$ cat src/rtl/evt_snap_pkg.sv
package evt_snap_pkg;
   function automatic int idx_bits(input int n);
      return (n > 1) ? $clog2(n) : 1;
   endfunction
endpackage

$ cat src/rtl/evt_live_bank.sv
module evt_live_bank #(
   parameter int NUM_EVT = 6,
   parameter int VAL_W   = 16,
   parameter int IDX_W   = 3
) (
   input  logic                     clk,
   input  logic                     rst_n,
   input  logic                     emit_valid,
   input  logic [IDX_W-1:0]         emit_idx,
   input  logic [VAL_W-1:0]         emit_val,
   input  logic                     snap_strobe,
   output logic [NUM_EVT-1:0]       live_flags,
   output logic [NUM_EVT*VAL_W-1:0] live_vals
);
   for (genvar g = 0; g < NUM_EVT; g++) begin : g_slot
      logic hit;
      assign hit = emit_valid && (emit_idx == IDX_W'(g));
      always_ff @(posedge clk or negedge rst_n) begin
         if (!rst_n) begin
            live_flags[g]              <= 1'b0;
            live_vals[g*VAL_W +: VAL_W] <= '0;
         end else begin
            if (hit) begin
               live_flags[g]              <= 1'b1;
               live_vals[g*VAL_W +: VAL_W] <= emit_val;
            end else if (snap_strobe) begin
               live_flags[g] <= 1'b0;
            end
         end
      end
   end
endmodule

$ cat src/rtl/evt_frozen_bank.sv
module evt_frozen_bank #(
   parameter int NUM_EVT = 6,
   parameter int VAL_W   = 16
) (
   input  logic                     clk,
   input  logic                     rst_n,
   input  logic                     snap_strobe,
   input  logic [NUM_EVT-1:0]       live_flags,
   input  logic [NUM_EVT*VAL_W-1:0] live_vals,
   output logic [NUM_EVT-1:0]       frz_flags,
   output logic [NUM_EVT*VAL_W-1:0] frz_vals
);
   always_ff @(posedge clk or negedge rst_n) begin
      if (!rst_n) begin
         frz_flags <= '0;
         frz_vals  <= '0;
      end else if (snap_strobe) begin
         frz_flags <= live_flags;
         frz_vals  <= live_vals;
      end
   end
endmodule

$ cat src/rtl/evt_read_port.sv
module evt_read_port #(
   parameter int NUM_EVT = 6,
   parameter int VAL_W   = 16,
   parameter int IDX_W   = 3
) (
   input  logic [IDX_W-1:0]         rd_idx,
   input  logic [NUM_EVT-1:0]       frz_flags,
   input  logic [NUM_EVT*VAL_W-1:0] frz_vals,
   output logic                     rd_flag,
   output logic [VAL_W-1:0]         rd_val
);
   always_comb begin
      rd_flag = 1'b0;
      rd_val  = '0;
      for (int i = 0; i < NUM_EVT; i++) begin
         if (rd_idx == IDX_W'(i)) begin
            rd_flag = frz_flags[i];
            rd_val  = frz_vals[i*VAL_W +: VAL_W];
         end
      end
   end
endmodule

$ cat src/rtl/evt_snapshot_store.sv
module evt_snapshot_store #(
   parameter int NUM_EVT = 6,
   parameter int VAL_W   = 16,
   localparam int IDX_W  = evt_snap_pkg::idx_bits(NUM_EVT)
) (
   input  logic               clk,
   input  logic               rst_n,
   input  logic               emit_valid,
   input  logic [IDX_W-1:0]   emit_idx,
   input  logic [VAL_W-1:0]   emit_val,
   input  logic               snap_strobe,
   input  logic [IDX_W-1:0]   rd_idx,
   output logic               rd_flag,
   output logic [VAL_W-1:0]   rd_val,
   output logic [NUM_EVT-1:0] frz_flags
);
   if (NUM_EVT < 1) begin : g_bad_count
      $error("NUM_EVT must be at least 1");
   end
   if (VAL_W < 1) begin : g_bad_width
      $error("VAL_W must be at least 1");
   end

   logic [NUM_EVT-1:0]       live_flags;
   logic [NUM_EVT*VAL_W-1:0] live_vals;
   logic [NUM_EVT*VAL_W-1:0] frz_vals;

   evt_live_bank #(.NUM_EVT(NUM_EVT), .VAL_W(VAL_W), .IDX_W(IDX_W)) u_live (
      .clk(clk), .rst_n(rst_n), .emit_valid(emit_valid), .emit_idx(emit_idx),
      .emit_val(emit_val), .snap_strobe(snap_strobe),
      .live_flags(live_flags), .live_vals(live_vals));

   evt_frozen_bank #(.NUM_EVT(NUM_EVT), .VAL_W(VAL_W)) u_frozen (
      .clk(clk), .rst_n(rst_n), .snap_strobe(snap_strobe),
      .live_flags(live_flags), .live_vals(live_vals),
      .frz_flags(frz_flags), .frz_vals(frz_vals));

   evt_read_port #(.NUM_EVT(NUM_EVT), .VAL_W(VAL_W), .IDX_W(IDX_W)) u_read (
      .rd_idx(rd_idx), .frz_flags(frz_flags), .frz_vals(frz_vals),
      .rd_flag(rd_flag), .rd_val(rd_val));
endmodule

$ cat config.mk
export PLATFORM = sky130hd
export DESIGN_NAME = evt_snapshot_store
export DESIGN_NICKNAME = d
export VERILOG_FILES = /design/src/rtl/evt_snap_pkg.sv /design/src/rtl/evt_live_bank.sv /design/src/rtl/evt_frozen_bank.sv /design/src/rtl/evt_read_port.sv /design/src/rtl/evt_snapshot_store.sv
export SDC_FILE = /design/constraint.sdc
export NUM_CORES = 1
export LEC_CHECK = 0
export BUFFER_PORTS_ARGS = -buffer_cell sky130_fd_sc_hd__buf_2
export CAP_MARGIN = 20
export CORE_AREA = 2 2 167 169
export CTS_CLUSTER_SIZE = 14
export DETAILED_ROUTE_END_ITERATION = 10
export DIE_AREA = 0 0 169 171
export REMOVE_ABC_BUFFERS = 1
export SLEW_MARGIN = 20
export SYNTH_ARGS = -nofsm -noshare
export SYNTH_HDL_FRONTEND = slang
export SYNTH_SLANG_ARGS = --single-unit
$ cat constraint.sdc
create_clock -name clk -period 2.7 [get_ports clk]
set_input_delay 0.54 -clock clk [delete_from_list [all_inputs] [get_ports clk]]
set_output_delay 0.54 -clock clk [all_outputs]
set_load 0.005 [all_outputs]
==> impl_metrics.env, run 1 <==
export IMPL_crit_path_end_kind="output pin"
export IMPL_grt_total_usage_pct=13.1
export IMPL_chipHeight_um=171
export IMPL_p_leak_nw=4.39
export IMPL_post_place_ws_ps=238
export IMPL_dr_pass1_iters=6
export IMPL_power_switching_mw=2.00
export IMPL_ff2ff_path_depth=1
export IMPL_finalHoldViolations=0
export IMPL_setup_viol=0
export IMPL_wl_per_cell_um=18.8
export IMPL_ctsResizeCount=0
export IMPL_ys_types=24
export IMPL_syn2layout_area_growth_pct=16.9
export IMPL_ir_worst_vdd_uv=485
export IMPL_start_util_pct=31.2
export IMPL_slew_headroom_pct=33.6
export IMPL_dp_hpwl_mm=11.9
export IMPL_netlist_instances=559
export IMPL_die_area_um2=28900
export IMPL_max_cap_violations=0
export IMPL_synth_enable_flop_cells=0
export IMPL_timing_clock_skew_ps=12.0
export IMPL_finalSetupTns_ps=0
export IMPL_slew_viol_final=0
export IMPL_min_period_ps=2430
export IMPL_num_io_pins=49
export IMPL_min_delay_path_class="primary input to asynchronous set/reset pin"
export IMPL_netlist_area_um2=8530
export IMPL_cp_required_ps=2160
export IMPL_cts_buffers=22
export IMPL_synth_area_top_cells="dfrtp_1 60%, mux2_2 26%, mux2i_1 4.0%, o221ai_1 1.7%, nand3b_1 1.5%"
export IMPL_cts_root_buf="clkbuf_16"
export IMPL_clock_path_buffers=3
export IMPL_grt_pass1_vias=5213
export IMPL_synth_seq_cells=204
export IMPL_clk_pin_slew_ps=60
export IMPL_p_seq_share_pct=49.4
export IMPL_cp_start_kind="primary input"
export IMPL_syn_avg_cell_area_um2=15.3
export IMPL_clock_sinks=204
export IMPL_cts_setup_buffers=0
export IMPL_p_per_area_nw_per_um2=839
export IMPL_instances_no_fill=976
export IMPL_routed_via_density=4.86
export IMPL_whs_ps=55.6
export IMPL_worstSetupPathType="primary input to output pin"
export IMPL_placed_cell_area_um2=9240
export IMPL_combPwrFrac_pct=15.2
export IMPL_fin_ws_ps=267
export IMPL_pwr_share_clk_pct=35.4
export IMPL_status="finished, final reports clean"
export IMPL_p_int_mw=6.37
export IMPL_cp_arrival_ps=1890
export IMPL_gp_congestion=0.741
export IMPL_final_net_count=640
export IMPL_grt_ovfl_total=0
export IMPL_totalWireLength_mm=18.3
export IMPL_drc=0
export IMPL_async_reset_ff_share_pct=100
export IMPL_rrSetupSlack_ps=1880
export IMPL_clk_latency_ps=500
export IMPL_grt_pass1_wl_mm=29.6
export IMPL_fp_row_count=61
export IMPL_grt_max_degree=70
export IMPL_core_um2=27300
export IMPL_yosysSeqAreaShare_pct=59.8
export IMPL_r2r_end="u_frozen.frz_flags[4]"
export IMPL_final_area_um2=9970
export IMPL_ys_warn_count=0
export IMPL_drt_iter0_drc=196
export IMPL_yosysTopAreaCellShare_pct=59.8
export IMPL_die_x_um=169
export IMPL_cts_tree="yes"
export IMPL_htreeDepth=1
export IMPL_port_buffers=48
export IMPL_grt_setup_unrepaired="no"
export IMPL_critPathMaxFanout=21
export IMPL_yosysMostFrequentCell="dfrtp_1"
export IMPL_yosys_area_top_type="dfrtp_1"
export IMPL_final_layout_size_suffix_gt1_share_pct=48.4
export IMPL_ant_nets=0
export IMPL_ctsHoldBuffers=0
export IMPL_period_share_pct=90.1
export IMPL_switching_share_pct=23.9
export IMPL_dp_cells=936
export IMPL_antenna_found_initial=1
export IMPL_max_clock_freq_mhz=411
export IMPL_worstMarginPinSlew_ps=992
export IMPL_antenna_cells=0
export IMPL_synth_top_cells_by_count="204 x dfrtp_1, 198 x mux2_2, 34 x mux2i_1, 18 x nand2_1"
export IMPL_reg2reg_from="u_frozen.frz_flags[4]"
export IMPL_synthFlopType="dfrtp_1"
export IMPL_dr_total_vias=4742
[metal layers]
metal	vias to the layer above	track usage (%)	share of wire (%)
met1	2495	17.0	46
met3	32	1.99	3.9
met2	81	22.6	48
li1	2132	-	-
met5	-	0	0.071
met4	2	3.90	2.1
[power by group through the flow]
| stage | sequential, mW | clock, mW | combinational [mW] |
|---|---|---|---|
| finish | 4.13 | 2.97 | 1.27 |
| global route | 4.23 | 3.18 | 1.40 |
| CTS | 4.14 | 3.05 | 1.30 |
| detailed placement | 4.19 | 0 | 1.29 |
| global placement | 4.12 | 0 | 1.23 |
| floorplan | 4.06 | 0 | 0.877 |
[placed cells by master (no fill, tap or decap)]
| cell type | instances |
|---|---|
| clkbuf_1 | 8 |
| buf_2 | 46 |
| nor3b_4 | 2 |
| nand3b_1 | 17 |
| mux2i_1 | 34 |
| mux2_2 | 198 |
| nand4b_2 | 2 |
| bufinv_16 | 1 |
| clkbuf_16 | 23 |
| o221ai_1 | 17 |
| nand2b_1 | 1 |
| nor3_4 | 2 |
| nand2b_4 | 1 |
| clkinv_2 | 1 |
| o21ai_0 | 2 |
| buf_4 | 13 |
| dfrtp_1 | 204 |
| buf_12 | 7 |
| inv_6 | 1 |
| clkbuf_8 | 7 |
| a21o_2 | 1 |
| inv_1 | 3 |
| and3b_1 | 1 |
| a21o_1 | 3 |
| nand2_1 | 18 |
| o21a_1 | 17 |
[layout make-up]
cell class	instances	area, um^2
inverters	3	11.3
clock inverters	3	43.8
multi-input cells	316	3210
clock buffers	37	688
fillers	2558	17300
flip-flops and latches	204	5100
well taps	346	433
repair buffers	67	482
[critical path: stages]
cell	delay, ps
buf_2	420
nand2b_1	390
buf_4	220
o221ai_1	140
buf_2	160
[registers in the layout, indices dropped and copies added (netlist names)]
signal and flops:
u_frozen.frz_vals 96, u_live.live_flags 6, u_frozen.frz_flags 6, u_live.live_vals 96
[cells by family (layout without fill, tap and decap cells)]
family | after synthesis | in the layout | share of synthesized area [%]
mux | 232 | 232 | 30.1
flops | 204 | 204 | 59.8
simple gates | 44 | 44 | 3.80
compound gates | 40 | 40 | 3.73
buf+inv | 39 | 110 | 2.51
[through the flow]
| stage | util (%) | power (mW) |
|---|---|---|
| after floorplan | - | 4.93 |
| after global placement | 33.8 | 5.35 |
| after detailed placement | 33.8 | 5.48 |
| after CTS | 36.5 | 8.48 |
| after global routing | 36.5 | 8.81 |
| final | 36.5 | 8.37 |
[worst max-delay path by stage]
stage / start / to / slack [ps] / depth (start not counted)
after floorplan: emit_idx[0] / u_live.live_vals[32] / 930 / 3
after global placement: rd_idx[1] / rd_val[9] / 320 / 5
after detailed placement: rd_idx[1] / rd_val[4] / 240 / 5
after CTS: rd_idx[1] / rd_val[4] / 230 / 5
after global routing: rd_idx[1] / rd_val[3] / 150 / 5
final: rd_idx[1] / rd_val[15] / 270 / 5
Power figures use the tool's default switching activity.
==> run 2: changes to the inputs <==
CORE_AREA = 2 2 150 152   (was 2 2 167 169)
DIE_AREA = 0 0 152 154   (was 0 0 169 171)
==> impl_metrics.env, run 2 (synthesized netlist as in run 1, its figures left out) <==
export IMPL_status="finished, final reports clean"
export IMPL_dr_total_vias=4787
export IMPL_p_leak_nw=4.42
export IMPL_ctsHoldBuffers=0
export IMPL_pwr_share_clk_pct=36.7
export IMPL_clock_path_buffers=3
export IMPL_drt_iter0_drc=169
export IMPL_cp_required_ps=2160
export IMPL_grt_ovfl_total=0
export IMPL_grt_total_usage_pct=15.9
export IMPL_totalWireLength_mm=18.1
export IMPL_gp_congestion=0.711
export IMPL_cp_arrival_ps=1770
export IMPL_slew_viol_final=0
export IMPL_cts_buffers=23
export IMPL_finalHoldViolations=0
export IMPL_reg_top3="u_frozen.frz_vals x96, u_live.live_vals x96"
export IMPL_r2r_end="u_frozen.frz_vals[48]"
export IMPL_final_net_count=644
export IMPL_cts_root_buf="clkbuf_16"
export IMPL_ant_nets=0
export IMPL_power_switching_mw=2.06
export IMPL_grt_pass1_vias=5339
export IMPL_final_layout_size_suffix_gt1_share_pct=48.9
export IMPL_mostFrequentLayoutCells="204 x dfrtp_1, 198 x mux2_2, 46 x buf_2"
export IMPL_ff2ff_path_depth=1
export IMPL_port_buffers=48
export IMPL_cts_setup_buffers=0
export IMPL_grt_setup_unrepaired="no"
export IMPL_cp_start_kind="primary input"
export IMPL_reg2reg_from="u_frozen.frz_vals[48]"
export IMPL_drc=0
export IMPL_ir_worst_vdd_uv=495
export IMPL_p_per_area_nw_per_um2=856
export IMPL_p_int_mw=6.45
export IMPL_placed_cell_area_um2=9180
export IMPL_clk_latency_ps=510
export IMPL_worstSetupPathType="primary input to output pin"
export IMPL_switching_share_pct=24.2
export IMPL_worstMarginPinSlew_ps=873
export IMPL_antenna_found_initial=1
export IMPL_min_period_ps=2310
export IMPL_whs_ps=26.0
export IMPL_htreeDepth=1
export IMPL_fp_row_count=54
export IMPL_start_util_pct=39.3
export IMPL_period_share_pct=85.6
export IMPL_dp_hpwl_mm=11.4
export IMPL_chipHeight_um=154
export IMPL_final_core_util_pct=45.9
export IMPL_syn2layout_area_growth_pct=16.6
export IMPL_p_seq_share_pct=48.6
export IMPL_grt_pass1_wl_mm=29.6
export IMPL_dr_pass1_iters=4
export IMPL_combPwrFrac_pct=14.7
export IMPL_timing_clock_skew_ps=10.8
export IMPL_grt_max_degree=78
export IMPL_die_x_um=152
export IMPL_n_fill_cell=1921
export IMPL_max_cap_violations=0
export IMPL_num_io_pins=49
export IMPL_min_delay_path_class="primary input to asynchronous set/reset pin"
export IMPL_core_um2=21700
export IMPL_max_clock_freq_mhz=433
export IMPL_wl_per_cell_um=19.8
export IMPL_finalSetupTns_ps=0
export IMPL_crit_path_end_kind="output pin"
export IMPL_ctsResizeCount=0
export IMPL_rrSetupSlack_ps=1900
export IMPL_setup_viol=0
export IMPL_final_common_cell="dfrtp_1"
export IMPL_routed_via_density=5.24
export IMPL_final_area_um2=9950
export IMPL_slew_headroom_pct=41.6
export IMPL_clk_pin_slew_ps=60
export IMPL_power_mw=8.52
export IMPL_antenna_cells=0
export IMPL_clock_sinks=204
export IMPL_cts_tree="yes"
export IMPL_critPathMaxFanout=10
export IMPL_die_area_um2=23400
==> run 2: cell types whose count changed in the layout (fill, tap and decap cells not counted), sizes merged <==
cell	before	now
clkinvlp	0	1
clkbuf	38	36
clkinv	1	2
bufinv	1	2
buf	66	69
==> run 2: worst max path at each step <==
stage                      from                   end  cells after the start
global route          rd_idx[1]             rd_val[2]                      5
detailed placement  emit_idx[2]  u_live.live_vals[51]                      3
floorplan           emit_idx[0]  u_live.live_vals[32]                      3
finish                rd_idx[1]             rd_val[2]                      5
CTS                   rd_idx[1]             rd_val[4]                      5
global placement      rd_idx[0]            rd_val[12]                      5
==> run 2: cell type report <==
type | count | area, um^2 | area share (%)
clock inverter | 6 | 97.6 | 0.981
clock buffer | 35 | 671 | 6.74
multi-input combinational | 316 | 3210 | 32.3
sequential | 204 | 5100 | 51.3
tap | 280 | 350 | 3.52
inverter | 3 | 11.3 | 0.113
timing repair buffer | 70 | 504 | 5.07
==> run 2: per-layer routing <==
layer	global-route usage [%]	share of wire, %	vias up
li1	-	-	2139
met1	20.4	44	2527
met2	27.4	49	78
met3	2.99	3.3	41
met4	5.16	3.1	2
met5	0	0.039	-
==> run 2: worst max-delay path, cell delays in order <==
cell and delay [ps]:
buf_2 280, nand2b_1 410, buf_4 240, o221ai_1 150
buf_2 150
==> run 2: through the flow <==
step / setup WS [ps] / cells
6_report: 389 / 914
5_1_grt: 318 / 914
4_1_cts: 369 / 914
3_5_place_dp: 381 / 873
3_3_place_gp: 309 / 873
2_1_floorplan: 929 / 523
==> run 2: power by group through the flow <==
stage / registers [mW] / logic, mW / clock network [mW]
floorplan: 4.06 / 0.877 / 0
global placement: 4.14 / 1.23 / 0
detailed placement: 4.19 / 1.28 / 0
CTS: 4.14 / 1.29 / 3.22
global route: 4.23 / 1.39 / 3.35
finish: 4.14 / 1.26 / 3.12
==> run 3: changes to the inputs <==
CTS_BUF_LIST = sky130_fd_sc_hd__clkbuf_2 sky130_fd_sc_hd__clkbuf_4 sky130_fd_sc_hd__clkbuf_8   (was not set)
==> impl_metrics.env, run 3 (synthesized netlist as in run 1, its figures left out) <==
export IMPL_crit_start="rd_idx[1]"
export IMPL_cp_arrival_ps=1770
export IMPL_max_clock_freq_mhz=433
export IMPL_grt_total_usage_pct=16.2
export IMPL_min_delay_path_class="primary input to asynchronous set/reset pin"
export IMPL_chipHeight_um=154
export IMPL_die_x_um=152
export IMPL_cp_endpoint="rd_val[15]"
export IMPL_cts_setup_buffers=0
export IMPL_totalWireLength_mm=18.4
export IMPL_syn2layout_area_growth_pct=15.9
export IMPL_worstSetupPathType="primary input to output pin"
export IMPL_cp_start_kind="primary input"
export IMPL_max_stage_delay_ps=400
export IMPL_grt_setup_unrepaired="no"
export IMPL_rrSetupSlack_ps=1910
export IMPL_start_util_pct=39.3
export IMPL_max_cap_violations=0
export IMPL_n_fill_cell=1953
export IMPL_core_um2=21700
export IMPL_multi_input_area_um2=3210
export IMPL_critPathMaxFanout=10
export IMPL_regArea_um2=5100
export IMPL_ctsHoldBuffers=0
export IMPL_final_area_um2=9890
export IMPL_worst_path_most_repeated_cell="buf_2"
export IMPL_grt_pass1_wl_mm=30.0
export IMPL_whs_ps=33.1
export IMPL_slew_viol_final=0
export IMPL_critical_path_depth=5
export IMPL_placed_cell_area_um2=9180
export IMPL_grt_max_degree=78
export IMPL_period_share_pct=85.4
export IMPL_finalSetupTns_ps=0
export IMPL_finalHoldViolations=0
export IMPL_reg_top3="u_frozen.frz_vals x96, u_live.live_vals x96"
export IMPL_dp_hpwl_mm=11.4
export IMPL_port_buffers=48
export IMPL_p_leak_nw=4.43
export IMPL_dr_total_vias=4847
export IMPL_status="finished, final reports clean"
export IMPL_r2r_end="u_frozen.frz_vals[48]"
export IMPL_routed_via_density=5.20
export IMPL_drc=0
export IMPL_antenna_found_initial=1
export IMPL_clk_latency_ps=530
export IMPL_drt_iter0_drc=156
export IMPL_die_area_um2=23400
export IMPL_cp_required_ps=2160
export IMPL_htreeDepth=2
export IMPL_crit_path_end_kind="output pin"
export IMPL_antenna_cells=0
export IMPL_slowest_stage="nand2b_1"
export IMPL_ant_nets=0
export IMPL_ff2ff_path_depth=1
export IMPL_cts_buffers=36
export IMPL_timing_clock_skew_ps=21.2
export IMPL_final_net_count=657
export IMPL_cts_tree="yes"
export IMPL_worstMarginPinSlew_ps=916
export IMPL_mostFrequentLayoutCells="204 x dfrtp_1, 198 x mux2_2, 46 x buf_2"
export IMPL_ctsResizeCount=0
export IMPL_final_layout_size_suffix_gt1_share_pct=51.4
export IMPL_fin_ws_ps=393
export IMPL_slew_headroom_pct=38.7
export IMPL_gp_congestion=0.711
export IMPL_reg2reg_from="u_frozen.frz_vals[48]"
export IMPL_grt_pass1_vias=5499
export IMPL_path_delay_family="buffers and inverters"
export IMPL_fp_row_count=54
export IMPL_clk_pin_slew_ps=50
export IMPL_wl_per_cell_um=19.8
export IMPL_grt_ovfl_total=0
export IMPL_cts_root_buf="clkbuf_8"
export IMPL_ir_worst_vdd_uv=404
export IMPL_setup_viol=0
export IMPL_final_common_cell="dfrtp_1"
export IMPL_p_per_area_nw_per_um2=828
export IMPL_clock_sinks=204
export IMPL_clock_path_buffers=3
export IMPL_critical_path_buf_inv_count=3
export IMPL_crit_chain="buf_2 -> nand2b_1 -> buf_4 -> o221ai_1 -> buf_2"
export IMPL_min_period_ps=2310
export IMPL_num_io_pins=49
export IMPL_post_place_ws_ps=381
export IMPL_dr_pass1_iters=4
[run 3: cell count changes in the layout (fill, tap and decap cells not counted), moves of 2 or more]
| cell | delta |
|---|---|
| bufinv_16 | -2 |
| clkbuf_1 | -7 |
| clkbuf_16 | -23 |
| clkbuf_8 | +37 |
| clkbuf_4 | +12 |
[run 3: worst min-delay path by stage]
| stage | from | endpoint |
|---|---|---|
| finish | rst_n | u_live.live_vals[69] |
| floorplan | rst_n | u_frozen.frz_flags[0] |
| global placement | u_live.live_flags[1] | u_live.live_flags[1] |
| global route | rst_n | u_live.live_vals[37] |
| detailed placement | u_live.live_flags[1] | u_live.live_flags[1] |
| CTS | rst_n | u_live.live_vals[66] |
[run 3: cell type report]
type / instances / area share (%)
sequential: 204 / 51.6
clock inverter: 5 / 0.380
multi-input combinational: 316 / 32.5
tap: 280 / 3.54
inverter: 3 / 0.114
timing repair buffer: 70 / 5.10
clock buffer: 54 / 6.76
[run 3: layer usage]
metal	track usage (%)	wire, um	vias to the layer above
met2	27.6	9170	95
met4	5.83	431	2
li1	-	-	2165
met3	3.75	760	37
met5	0	13	-
met1	20.4	8060	2548
[run 3: metrics by stage]
step           std cells  utilization, %  power [mW]
2_1_floorplan        523               -        4.93
3_3_place_gp         873            42.3        5.37
3_5_place_dp         873            42.3        5.47
4_1_cts              932            45.6        8.32
5_1_grt              932            45.6        8.66
6_report             932            45.6        8.19
[run 3: power by group]
part / switching [mW] / leakage, nW / total, mW / internal, mW
logic: 0.491 / 1.58 / 1.26 / 0.766
registers: 0.363 / 2.47 / 4.14 / 3.78
clock network: 1.21 / 0.376 / 2.79 / 1.58
